### src/rtl/dbell_pkg.sv
package dbell_pkg;

    localparam int DW = 8;
    localparam int N_SLOT = 2;
    localparam int SLOT_OUT = 0;   // controller -> host
    localparam int SLOT_IN  = 1;   // host -> controller

    localparam int B_OUT_FULL = 0;
    localparam int B_IN_FULL  = 1;
    localparam int B_CMD      = 3;

    localparam logic [DW-1:0] HW_MASK =
        (DW'(1) << B_OUT_FULL) | (DW'(1) << B_IN_FULL) | (DW'(1) << B_CMD);
    localparam logic [DW-1:0] SW_MASK = ~HW_MASK;

    typedef struct packed {
        logic          req;
        logic          we;
        logic          sel;
        logic [DW-1:0] wdata;
    } port_req_t;

    typedef struct packed {
        logic wr_data;
        logic wr_alt;
        logic rd_data;
        logic rd_stat;
    } port_op_t;

    function automatic port_op_t decode(port_req_t r);
        port_op_t o;
        o.wr_data = r.req &  r.we & ~r.sel;
        o.wr_alt  = r.req &  r.we &  r.sel;
        o.rd_data = r.req & ~r.we & ~r.sel;
        o.rd_stat = r.req & ~r.we &  r.sel;
        return o;
    endfunction

    function automatic logic [DW-1:0] pack_status(logic [DW-1:0] sw,
                                                  logic out_full,
                                                  logic in_full,
                                                  logic cmd);
        logic [DW-1:0] s;
        s = sw & SW_MASK;
        s[B_OUT_FULL] = out_full;
        s[B_IN_FULL]  = in_full;
        s[B_CMD]      = cmd;
        return s;
    endfunction

endpackage

### src/rtl/dbell_slot.sv
module dbell_slot #(
    parameter int W = 8
) (
    input  logic         clk,
    input  logic         rst,
    input  logic         wr_en,
    input  logic [W-1:0] wr_data,
    input  logic         rd_en,
    output logic [W-1:0] data_q,
    output logic         full_q
);
    always_ff @(posedge clk) begin
        if (rst) begin
            data_q <= '0;
            full_q <= 1'b0;
        end else begin
            if (wr_en) data_q <= wr_data;
            // a write in the same cycle as the clearing read wins
            if (wr_en)      full_q <= 1'b1;
            else if (rd_en) full_q <= 1'b0;
        end
    end
endmodule

### src/rtl/dbell_stat.sv
module dbell_stat
    import dbell_pkg::*;
(
    input  logic          clk,
    input  logic          rst,
    input  logic          sw_wr,
    input  logic [DW-1:0] sw_data,
    input  logic          host_wr,
    input  logic          host_cmd,
    input  logic          host_stat_rd,
    output logic [DW-1:0] sw_q,
    output logic          cmd_q,
    output logic          pend_q
);
    always_ff @(posedge clk) begin
        if (rst) begin
            sw_q   <= '0;
            cmd_q  <= 1'b0;
            pend_q <= 1'b0;
        end else begin
            if (sw_wr)   sw_q  <= sw_data & SW_MASK;
            if (host_wr) cmd_q <= host_cmd;
            if (sw_wr)             pend_q <= 1'b1;
            else if (host_stat_rd) pend_q <= 1'b0;
        end
    end
endmodule

### src/rtl/dbell_mailbox.sv
module dbell_mailbox
    import dbell_pkg::*;
(
    input  logic          clk,
    input  logic          rst,
    input  logic          h_req,
    input  logic          h_we,
    input  logic          h_sel,
    input  logic [DW-1:0] h_wdata,
    output logic [DW-1:0] h_rdata,
    output logic          h_irq,
    input  logic          c_req,
    input  logic          c_we,
    input  logic          c_sel,
    input  logic [DW-1:0] c_wdata,
    output logic [DW-1:0] c_rdata,
    output logic          c_irq
);
    port_req_t h_r, c_r;
    port_op_t  h_op, c_op;

    assign h_r  = '{req: h_req, we: h_we, sel: h_sel, wdata: h_wdata};
    assign c_r  = '{req: c_req, we: c_we, sel: c_sel, wdata: c_wdata};
    assign h_op = decode(h_r);
    assign c_op = decode(c_r);

    logic          slot_wr   [N_SLOT];
    logic          slot_rd   [N_SLOT];
    logic [DW-1:0] slot_wd   [N_SLOT];
    logic [DW-1:0] slot_q    [N_SLOT];
    logic          slot_full [N_SLOT];

    // outbound: controller writes, host reads
    assign slot_wr[SLOT_OUT] = c_op.wr_data;
    assign slot_wd[SLOT_OUT] = c_wdata;
    assign slot_rd[SLOT_OUT] = h_op.rd_data;
    // inbound: host writes via either address, controller reads
    assign slot_wr[SLOT_IN]  = h_op.wr_data | h_op.wr_alt;
    assign slot_wd[SLOT_IN]  = h_wdata;
    assign slot_rd[SLOT_IN]  = c_op.rd_data;

    for (genvar i = 0; i < N_SLOT; i++) begin : g_slot
        dbell_slot #(.W(DW)) slot_i (
            .clk    (clk),
            .rst    (rst),
            .wr_en  (slot_wr[i]),
            .wr_data(slot_wd[i]),
            .rd_en  (slot_rd[i]),
            .data_q (slot_q[i]),
            .full_q (slot_full[i])
        );
    end

    logic [DW-1:0] sw_q;
    logic          cmd_q, pend_q;

    dbell_stat stat_i (
        .clk         (clk),
        .rst         (rst),
        .sw_wr       (c_op.wr_alt),
        .sw_data     (c_wdata),
        .host_wr     (slot_wr[SLOT_IN]),
        .host_cmd    (h_sel),
        .host_stat_rd(h_op.rd_stat),
        .sw_q        (sw_q),
        .cmd_q       (cmd_q),
        .pend_q      (pend_q)
    );

    logic [DW-1:0] stat_w;
    assign stat_w  = pack_status(sw_q, slot_full[SLOT_OUT], slot_full[SLOT_IN], cmd_q);

    assign h_rdata = h_sel ? stat_w : slot_q[SLOT_OUT];
    assign c_rdata = c_sel ? stat_w : slot_q[SLOT_IN];
    assign h_irq   = slot_full[SLOT_OUT] | pend_q;
    assign c_irq   = slot_full[SLOT_IN];
endmodule

### config.mk
export PLATFORM = sky130hd
export DESIGN_NAME = dbell_mailbox
export DESIGN_NICKNAME = d
export VERILOG_FILES = /design/src/rtl/dbell_pkg.sv /design/src/rtl/dbell_slot.sv /design/src/rtl/dbell_stat.sv /design/src/rtl/dbell_mailbox.sv
export SDC_FILE = /design/constraint.sdc
export NUM_CORES = 1
export LEC_CHECK = 0
export BUFFER_PORTS_ARGS = -buffer_cell sky130_fd_sc_hd__buf_4
export CORE_ASPECT_RATIO = 1.5
export CORE_MARGIN = 1.5
export CORE_UTILIZATION = 45
export DETAILED_ROUTE_END_ITERATION = 16
export GPL_TIMING_DRIVEN = 0
export PLACE_DENSITY = 0.72
export SYNTH_ARGS = -nofsm -noshare
export SYNTH_HDL_FRONTEND = slang
export SYNTH_SLANG_ARGS = --single-unit
### constraint.sdc
create_clock -name clk -period 0.8 [get_ports clk]
set_input_delay 0.08 -clock clk [delete_from_list [all_inputs] [get_ports clk]]
set_output_delay 0.08 -clock clk [all_outputs]
set_load 0.01 [all_outputs]
==> summary.md, run 1 <==
| Metric | Value |
|---|---|
| Setup WS post-layout | `-274 ps` |
| Worst Hold Endpoint | `g_slot[1].slot_i.data_q[4]$_SDFFE_PP0P_` |
| Hpwl dp | `2190 microns` |
| Leak Pwr | `0.855 nW` |
| Starting Density | `48.0%` |
| Clock-pin slew on the worst setup and hold paths | `80 ps` |
| Dominant cells by area after synthesis | `dfxtp_1, mux2_2, nand2b_1, mux2i_1, a21bo_2` |
| Fin Hold WS | `67.1 ps` |
| Reg2reg end | `stat_i.cmd_q$_SDFFE_PP0P_` |
| Area Growth Syn to Fin | `42.5%` |
| Most instantiated cells after synthesis | `dfxtp_1, nand2b_1, mux2_2` |
| Min-delay src | `h_wdata[4]` |
| Reg2reg path depth | `2` |
| Post-Syn Instances | `129` |
| CP endpoint kind | `primary output` |
| Post-synth top area cell | `dfxtp_1` |
| Fmax | `931 MHz` |
| Async S/R FF share, synth | `0%` |
| PortBufs | `41` |
| TritonCTS clock tree | `built` |
| Tmin final | `1070 ps` |
| Pwr/cell area | `1410 mW/mm^2` |
| # rows | `23` |
| CTS Root Cell | `clkbuf_8` |
| WL final | `2990 microns` |
| Gpl congestion | `0.716` |
| Slew @ Worst Pin | `321 ps` |
| Most frequent cell after synthesis | `dfxtp_1` |
| Vias in the first global route | `1,130` |
| Failing checks | `negative setup slack` |
| CP required | `720 ps` |
| Maxcap violations | `0` |
| Avg Inst Size Synth | `10.2 sq um` |
| Max stage delay cell, worst path | `dfxtp_2` |
| CORE AREA | `0.00273 sq mm` |
| Cell variety after synth | `21` |
| Routed length on met2 | `1550 microns` |
| Fill cells | `238` |
| RSZ-0062 raised after global routing | `true` |
| Drt first pass iters | `4` |
| Yosys reg bits | `25` |
| Clk sinks | `25` |
| Arr. time, crit path | `990 ps` |
| Max incr delay on CP | `350 ps` |
| Routed vias | `1,051` |
| Area share of the leading cell type in the synthesized netlist | `38.2%` |
| TritonCTS Buffers | `3` |
| Fin area | `0.00187 sq mm` |
| M1 WL | `1310 microns` |
| First-pass GRT wire length | `5060 microns` |
| Final net count | `200` |
| Hold Fails Final Rpt | `0` |
| Share of post-route cells with drive strength above 1 | `55.4%` |
| CP Class | `reg2out` |
| Io pins | `42` |
| Setup Skew | `0 ps` |
| Antenna violations before repair | `0` |
| Chip Height | `69.1 microns` |
| Syn Nets | `153` |
| Total GRT Usage | `20.8%` |
| Clock buffer depth | `2` |
| CP Max Fanout | `4` |
| H-tree levels | `1` |
| Fin crit share | `134%` |
| CP Launch Type | `flop` |
| Routed Antenna Nets | `0` |
| Cell Area, Placed | `0.00167 sq mm` |
| Final Slew Violations | `0` |
| Die span in x | `47.1 microns` |
| Synth warn | `0` |
| Rel. slew slack | `78.6%` |
| Outcome | `complete, but fails checks` |
| Number of enable flip-flop cells after synthesis | `0` |
| CTS Hold Buffers Added | `0` |
| Grt ovf | `0` |
| Hold crit path type | `in2reg` |
| Clk_lat worst skew | `260 ps` |
| Top layer in use | `met4` |
| Number of vias per cell | `4.96` |
| Die area | `0.00325 sq mm` |
| Setup violators final | `18` |
| Register-to-register setup slack | `20 ps` |
| DRC violations left | `0` |
| Main flop type after synthesis | `dfxtp_1` |
| Worst flop-to-flop path startpoint | `stat_i.cmd_q$_SDFFE_PP0P_` |
| Initial drt markers | `9` |
| Peak VDD IR | `0.00109 V` |
| Largest net degree at the start of global routing | `14` |
| Worst Hold Depth | `3` |
| Crit path cell chain | `mux2_4, buf_6` |
| Detailed-route wire length per cell | `14.1 microns` |
| Sequential fraction of the synthesis area | `38.2%` |
| Syn Std Cell Area | `0.00131 sq mm` |
| # diodes | `0` |
| Met3 WL | `72 microns` |
[layout make-up]
type / instances / area (sq um) / area share (%)
buffer: 11 / 72.6 / 3.88
clock buffer: 4 / 45.0 / 2.41
inverter: 1 / 3.75 / 0.201
multi-input combinational: 92 / 805 / 43.1
sequential: 25 / 517 / 27.7
tap: 37 / 46.3 / 2.48
timing repair buffer: 42 / 379 / 20.3
[cells by family (layout without fill, tap and decap cells)]
kind of cell | after synthesis | in the layout | share of synthesized area, %
simple gates | 41 | 41 | 20.0
flops | 25 | 25 | 38.2
mux | 29 | 29 | 23.7
compound gates | 22 | 22 | 12.3
buf+inv | 12 | 58 | 5.82
[flip-flops by register name, indices dropped and copies added, names as in the netlist]
name / count
g_slot.slot_i.data_q: 16
g_slot.slot_i.full_q: 2
stat_i.cmd_q: 1
stat_i.pend_q: 1
stat_i.sw_q: 5
[power breakdown]
group	internal (mW)	switching [mW]	total, mW
logic	0.339	0.222	0.561
clock network	0.356	0.388	0.744
registers	1.30	0.0338	1.34
[stage by stage]
step           instances  total power, mW  utilization (%)  worst slack [ps]  TNS [ps]
5_1_grt              212             2.77             68.3              -306     -5030
3_3_place_gp         207             1.84             60.9              -216     -3190
6_report             212             2.64             68.3              -274     -4530
4_1_cts              212             2.65             67.3              -280     -4670
2_1_floorplan        129             1.62                -              75.2         0
3_5_place_dp         207             1.85             60.9              -207     -3150
[layout by cell type (no fill, tap or decap), types with 2 or more instances in the layout]
cell / instances
and3b_1: 2
clkbuf_1: 2
buf_6: 18
a21oi_1: 8
dfxtp_1: 12
clkbuf_8: 3
buf_4: 30
a21oi_2: 2
dfxtp_2: 13
nand3_1: 10
mux2_4: 16
a21bo_2: 9
o22ai_1: 2
mux2i_1: 13
buf_2: 4
nand2b_1: 23
[how the worst max path moves through the flow]
stage	from	depth (start not counted)	end
2_1_floorplan	g_slot[1].slot_i.full_q$_SDFFE_PP0P_	2	g_slot[1].slot_i.full_q$_SDFFE_PP0P_
3_3_place_gp	h_sel	4	h_rdata[7]
3_5_place_dp	h_sel	4	h_rdata[3]
4_1_cts	g_slot[0].slot_i.full_q$_SDFFE_PP0P_	2	c_rdata[0]
5_1_grt	g_slot[0].slot_i.full_q$_SDFFE_PP0P_	2	c_rdata[0]
6_report	g_slot[0].slot_i.full_q$_SDFFE_PP0P_	2	c_rdata[0]
[critical path, delay by kind of cell, from the launching register on]
kind,cells,cell delay [ps]
buf+inv,1,120
mux,1,260
flops,1,350
[layer usage]
layer / global-route usage (%) / up-vias
met3: 2.36 / 4
li1: - / 539
met2: 35.8 / 25
met5: 0 / -
met1: 24.6 / 483
met4: 8.33 / 0
[what timing repair did]
action / 4_1_cts / 5_1_grt
pin swaps: 1 / 1
gates cloned: 0 / 0
setup endpoints to repair: 18 / 22
gates resized for setup: 38 / 11
buffers inserted: 1 / 0
No activity file was read; power rests on OpenSTA's default activity.
==> run 2, diff against run 1 <==
- ABC_CLOCK_PERIOD_IN_PS: default -> 800
- CELL_PAD_IN_SITES_DETAIL_PLACEMENT: default -> 0
- CELL_PAD_IN_SITES_GLOBAL_PLACEMENT: default -> 1
- CORE_UTILIZATION: 45 -> 37
- CTS_CLUSTER_DIAMETER: default -> 200
- PLACE_DENSITY: 0.72 -> default
- PLACE_DENSITY_LB_ADDON: default -> 0.1
==> summary.md, run 2 (synthesized netlist as in run 1, its figures left out) <==
| Metric | Value |
|---|---|
| Switching Share | `24.6% (+0.26 points)` |
| CP Class | `reg2out` |
| Area Growth Syn to Fin | `41.6%` |
| NetSw | `0.651 mW (+1.2%)` |
| Comb power frac | `21.2% (about the same)` |
| Number of vias per cell | `4.95 (-0.17%)` |
| Peak VDD IR | `0.000705 V (-35%)` |
| Total GRT Usage | `17.5% (-3.3 points)` |
| Slew @ Worst Pin | `355 ps (+34.4 ps)` |
| Outcome | `complete, but fails checks` |
| Worst flop-to-flop path startpoint | `stat_i.cmd_q$_SDFFE_PP0P_` |
| # diodes | `0 (unchanged)` |
| PortBufs | `41 (unchanged)` |
| Setup violators final | `18 (unchanged)` |
| Share of post-route cells with drive strength above 1 | `52.9% (-2.6 points)` |
| CP Max Fanout | `3 (-1)` |
| Power Total | `2.64 mW (+0.15%)` |
| Clock power share | `28.4% (+0.2 points)` |
| Antenna violations before repair | `0 (unchanged)` |
| Most common cell after layout, fill and taps aside | `buf_4` |
| Die area | `0.00392 sq mm (+20%)` |
| Drt first pass iters | `4 (unchanged)` |
| Biggest register | `g_slot.slot_i.data_q` |
| Fmax | `928 MHz (-0.31%)` |
| CTS Root Cell | `clkbuf_8` |
| Setup Skew | `0 ps (unchanged)` |
| Biggest regs | `g_slot.slot_i.data_q: 16 flops, stat_i.sw_q: 5 flops, g_slot.slot_i.full_q: 2 flops` |
| Clk sinks | `25 (unchanged)` |
| Detailed-route wire length per cell | `14.4 microns (+2.1%)` |
| Fin util | `54.9% (-13 points)` |
| Largest net degree at the start of global routing | `14 (unchanged)` |
| CP endpoint kind | `primary output` |
| Post-CTS Setup Bufs | `0 (-1)` |
| Clk_lat worst skew | `270 ps (about the same)` |
| WL final | `3110 microns (+4.0%)` |
| Clock-pin slew on the worst setup and hold paths | `90 ps (about the same)` |
| CP Launch Type | `flop` |
| Routed Antenna Nets | `0 (unchanged)` |
| Tmin final | `1080 ps (+3.36 ps)` |
| Reg2reg end | `stat_i.cmd_q$_SDFFE_PP0P_` |
| Die span in x | `51.6 microns (+9.6%)` |
| Grt ovf | `0 (unchanged)` |
| # rows | `26 (+13%)` |
| Gpl congestion | `0.709 (-1.0%)` |
| Max reg flops | `16 (unchanged)` |
| Setup WS post-layout | `-277 ps (-3.36 ps)` |
| DRC violations left | `0 (unchanged)` |
| Pwr/cell area | `1420 mW/mm^2 (+0.75%)` |
| Final Slew Violations | `0 (unchanged)` |
| Routed vias | `1,069 (+1.7%)` |
| Arr. time, crit path | `1000 ps (about the same)` |
| Pre-CTS WS | `-223 ps (-16.5 ps)` |
| First-pass GRT wire length | `5310 microns (+4.9%)` |
| Hold crit path type | `in2reg` |
| CORE AREA | `0.00338 sq mm (+24%)` |
| H-tree levels | `1 (unchanged)` |
| Reg2reg path depth | `2 (unchanged)` |
| RSZ-0062 raised after global routing | `true` |
| Min-delay src | `h_wdata[7]` |
| Internal power | `1.99 mW (-0.19%)` |
| Chip Height | `75.9 microns (+9.8%)` |
| Reg power frac | `50.5% (about the same)` |
| Final net count | `199 (-0.50%)` |
| Leak Pwr | `0.849 nW (-0.76%)` |
| Rel. slew slack | `76.3% (-2.3 points)` |
| Maxcap violations | `0 (unchanged)` |
| CTS Hold Buffers Added | `0 (unchanged)` |
| Initial drt markers | `11 (+2)` |
| Clock buffer depth | `2 (unchanged)` |
| Worst Hold Depth | `3 (unchanged)` |
| Failing checks | `negative setup slack` |
| Most frequent cells in the layout | `buf_4, nand2b_1, buf_6` |
| TritonCTS Buffers | `3 (unchanged)` |
| Worst Hold Endpoint | `g_slot[1].slot_i.data_q[7]$_SDFFE_PP0P_` |
| Fin crit share | `135% (+0.42 points)` |
| Hold Fails Final Rpt | `0 (unchanged)` |
| Hpwl dp | `2270 microns (+3.7%)` |
| CP required | `720 ps (about the same)` |
| TritonCTS clock tree | `built` |
| Starting Density | `38.8% (-9.2 points)` |
| Io pins | `42 (unchanged)` |
| Vias in the first global route | `1,106 (-2.1%)` |
| Register-to-register setup slack | `30 ps (about the same)` |
## run 2: cell types whose count changed in the layout (fill, tap and decap cells not counted)
cell     delta
a21oi_1     +2
a21oi_2     -2
dfxtp_1     +2
dfxtp_2     -2
buf_4       -1
## run 2: layer usage
layer  vias to the layer above  global-route usage (%)  wire length, microns
met5                         -                       0                     0
met4                         0                    6.32                    27
li1                        539                       -                     -
met2                        32                    28.8                  1620
met1                       496                    22.9                  1350
met3                         2                    2.17                   109
## run 2: what timing repair did
action,in CTS,in global routing
pin swaps,1,0
gates resized for setup,40,5
setup endpoints to repair,18,18
## run 2: stage by stage
| stage | TNS, ps | instance area (sq um) | hold slack (ps) | instances |
|---|---|---|---|---|
| floorplan | 0 | 1310 | 227 | 129 |
| global placement | -3610 | 1670 | 344 | 212 |
| detailed placement | -3860 | 1670 | 349 | 212 |
| CTS | -4750 | 1840 | 55.2 | 216 |
| global route | -5070 | 1860 | 66.1 | 216 |
| finish | -4540 | 1860 | 62.6 | 216 |
## run 2: critical path, cell delays in order (launching register included)
cell and delay (ps):
dfxtp_2 350, mux2_4 260, buf_6 120
## run 2: area by class of cell
cell class	instances	area, sq um
Timing Repair Buffer	41	372
Clock buffer	4	45.0
Multi-Input combinational cell	92	797
Buffer	11	72.6
Inverter	1	3.75
Tap cell	42	52.6
Fill cell	324	1530
Sequential cell	25	514
## run 2: power by group through the flow
| stage | Combinational [mW] | Clock, mW | Sequential, mW |
|---|---|---|---|
| 2_1_floorplan | 0.275 | 0 | 1.35 |
| 3_3_place_gp | 0.488 | 0 | 1.35 |
| 3_5_place_dp | 0.494 | 0 | 1.36 |
| 4_1_cts | 0.557 | 0.784 | 1.33 |
| 5_1_grt | 0.604 | 0.832 | 1.34 |
| 6_report | 0.560 | 0.750 | 1.33 |
## run 2: worst max-delay path by stage
stage,from,to
after detailed placement,h_sel,h_rdata[6]
after CTS,g_slot[1].slot_i.full_q$_SDFFE_PP0P_,c_rdata[1]
after global placement,h_sel,h_rdata[3]
after floorplan,g_slot[1].slot_i.full_q$_SDFFE_PP0P_,g_slot[1].slot_i.full_q$_SDFFE_PP0P_
final,stat_i.sw_q[2]$_SDFFE_PP0P_,c_rdata[2]
after global routing,g_slot[1].slot_i.full_q$_SDFFE_PP0P_,c_rdata[1]
==> run 3, diff against run 2 <==
- SYNTH_HIERARCHICAL: default -> 1
==> summary.md, run 3 <==
| Metric | Value |
|---|---|
| Outcome | `complete, but fails checks` |
| Failing checks | `negative setup slack` |
| Maxcap violations | `0 (unchanged)` |
| Reg area | `512 sq um (-0.49%)` |
| Initial drt markers | `15 (+4)` |
| Syn Std Cell Area | `0.00120 sq mm (-8.1%)` |
| Synth warn | `6 (+6)` |
| H-tree levels | `1 (unchanged)` |
| Final Slew Violations | `0 (unchanged)` |
| Peak VDD IR | `0.00113 V (+60%)` |
| Fmax | `934 MHz (+0.64%)` |
| Die area | `0.00361 sq mm (-7.7%)` |
| Routed Antenna Nets | `0 (unchanged)` |
| Internal power | `2.00 mW (+0.34%)` |
| Grt ovf | `0 (unchanged)` |
| Fill cells | `298 (-8.0%)` |
| Hold Fails Final Rpt | `0 (unchanged)` |
| CP required | `720 ps (about the same)` |
| Avg Inst Size Synth | `11.2 sq um (+9.8%)` |
| Clock buffer depth | `2 (unchanged)` |
| Slew @ Worst Pin | `203 ps (-152 ps)` |
| Number of vias per cell | `4.70 (-5.1%)` |
| Comb power frac | `20.9% (-0.3 points)` |
| RSZ-0062 raised after global routing | `true` |
| Starting Density | `38.5% (-0.24 points)` |
| Crit path cell chain | `mux2_4, buf_6` |
| Clock power share | `28.1% (-0.3 points)` |
| Total GRT Usage | `15.6% (-1.9 points)` |
| Share of post-route cells with drive strength above 1 | `53.2% (+0.33 points)` |
| Drt first pass iters | `2 (-2)` |
| Clk_lat worst skew | `260 ps (about the same)` |
| Io pins | `42 (unchanged)` |
| Clk sinks | `25 (unchanged)` |
| Largest net degree at the start of global routing | `15 (+1)` |
| Fin crit share | `134% (-0.85 points)` |
| Setup WS post-layout | `-270 ps (+6.82 ps)` |
| CP Max Fanout | `4 (+1)` |
| Area Growth Syn to Fin | `47.7%` |
| Syn Nets | `132 (-14%)` |
| Final net count | `181 (-9.0%)` |
| DRC violations left | `0 (unchanged)` |
| Max incr delay on CP | `350 ps (about the same)` |
| Antenna violations before repair | `0 (unchanged)` |
| CTS Hold Buffers Added | `0 (unchanged)` |
| Max reg flops | `16 (unchanged)` |
| Routed vias | `921 (-14%)` |
| TritonCTS Buffers | `3 (unchanged)` |
| Fin area | `0.00178 sq mm (-4.2%)` |
| Setup violators final | `26 (+8)` |
| Die span in x | `49.6 microns (-3.9%)` |
| Detailed-route wire length per cell | `13.2 microns (-8.1%)` |
| CTS Root Cell | `clkbuf_8` |
| Tmin final | `1070 ps (-6.82 ps)` |
| Most common cell after layout, fill and taps aside | `buf_4` |
| Reg power frac | `51.0% (+0.5 points)` |
| TritonCTS clock tree | `built` |
| Biggest register | `g_slot.slot_i/data_q` |
| CORE AREA | `0.00313 sq mm (-7.5%)` |
| PortBufs | `41 (unchanged)` |
| WL final | `2590 microns (-17%)` |
| First-pass GRT wire length | `4360 microns (-18%)` |
| Layout Cells excl Fill | `196 (-9.3%)` |
| CP Class | `reg2out` |
| Multi-input gate area | `633 sq um (-21%)` |
| Gpl congestion | `0.744 (+5.0%)` |
| Switching Share | `23.7% (-0.96 points)` |
| # rows | `25 (-3.8%)` |
| Arr. time, crit path | `990 ps (about the same)` |
| Setup Skew | `0 ps (unchanged)` |
| Cell Area, Placed | `0.00157 sq mm (-6.0%)` |
| NetSw | `0.620 mW (-4.8%)` |
| CP Launch Type | `flop` |
| # diodes | `0 (unchanged)` |
| Fin Hold WS | `43.7 ps (-18.9 ps)` |
| Max stage delay cell, worst path | `dfxtp_2` |
| Pwr/cell area | `1470 mW/mm^2 (+3.4%)` |
| Leak Pwr | `0.808 nW (-4.9%)` |
| Hpwl dp | `1910 microns (-16%)` |
| Crit path buffers/inverters | `1 (unchanged)` |
| Post-Syn Instances | `108 (-16%)` |
| Biggest regs | `g_slot.slot_i/data_q: 16 flops, stat_i/sw_q: 5 flops, g_slot.slot_i/full_q: 2 flops` |
| Chip Height | `72.9 microns (-4.0%)` |
| CP endpoint kind | `primary output` |
| Clock-pin slew on the worst setup and hold paths | `90 ps (about the same)` |
| Rel. slew slack | `86.5% (+10 points)` |
| CP top delay family | `flip-flops` |
| Vias in the first global route | `935 (-15%)` |
| Inst Count DP | `189 (-11%)` |
| Most frequent cells in the layout | `buf_4, mux2i_1, nor2_1` |
| Hold crit path type | `in2reg` |
-- run 3: power by group through the flow --
stage / clock [mW] / sequential [mW] / combinational, mW
6_report: 0.737 / 1.34 / 0.548
5_1_grt: 0.846 / 1.34 / 0.587
4_1_cts: 0.776 / 1.34 / 0.556
3_5_place_dp: 0 / 1.36 / 0.469
3_3_place_gp: 0 / 1.36 / 0.463
2_1_floorplan: 0 / 1.35 / 0.268
-- run 3: metrics by stage --
stage	setup TNS (ps)	util (%)	power, mW	setup slack, ps
after floorplan	-791	-	1.62	-98.8
after global placement	-5050	50.2	1.82	-303
after detailed placement	-5350	50.2	1.83	-336
after CTS	-5080	56.8	2.67	-279
after global routing	-5640	56.9	2.78	-305
final	-4670	56.9	2.62	-270
-- run 3: layout make-up --
class | count | area share, %
Buffer | 7 | 4.43
Tap cell | 40 | 2.81
Clock inverter | 1 | 0.281
Timing Repair Buffer | 44 | 25.2
Sequential cell | 25 | 28.8
Inverter | 3 | 0.633
Multi-Input combinational cell | 73 | 35.6
Clock buffer | 3 | 2.32
-- run 3: worst paths after layout --
path / cells after the start / slack [ps] / startpoint / endpoint
hold reg to reg: 2 / 480 / stat_i/pend_q$_SDFFE_PP0P_ / stat_i/pend_q$_SDFFE_PP0P_
setup / recovery: 2 / -270 / g_slot[0].slot_i/full_q$_SDFFE_PP0P_ / c_rdata[0]
setup reg to reg: 3 / 70 / g_slot[1].slot_i/full_q$_SDFFE_PP0P_ / g_slot[1].slot_i/full_q$_SDFFE_PP0P_
hold / removal: 3 / 40 / h_wdata[3] / g_slot[1].slot_i/data_q[3]$_SDFFE_PP0P_
-- run 3: layer usage --
| metal | routed length, microns | track usage (%) | vias to the layer above | share of wire [%] |
|---|---|---|---|---|
| met4 | 14 | 5.56 | 0 | 0.54 |
| met5 | 0 | 0 | - | 0 |
| met1 | 1100 | 18.3 | 434 | 42 |
| met3 | 125 | 3.07 | 2 | 4.8 |
| li1 | - | - | 461 | - |
| met2 | 1350 | 27.9 | 24 | 52 |
-- run 3: worst min-delay path, delay by kind of cell --
| kind | cells | cell delay (ps) |
|---|---|---|
| buffers and inverters | 1 | 70 |
| multiplexers | 1 | 50 |
| AND/OR/NAND/NOR | 1 | 70 |
-- run 3: what timing repair did --
item / CTS / global route
buffers inserted: 1 / 0
pin swaps: 2 / 1
resized for setup: 31 / 3
cloned: 2 / 0
setup endpoints to repair: 26 / 31
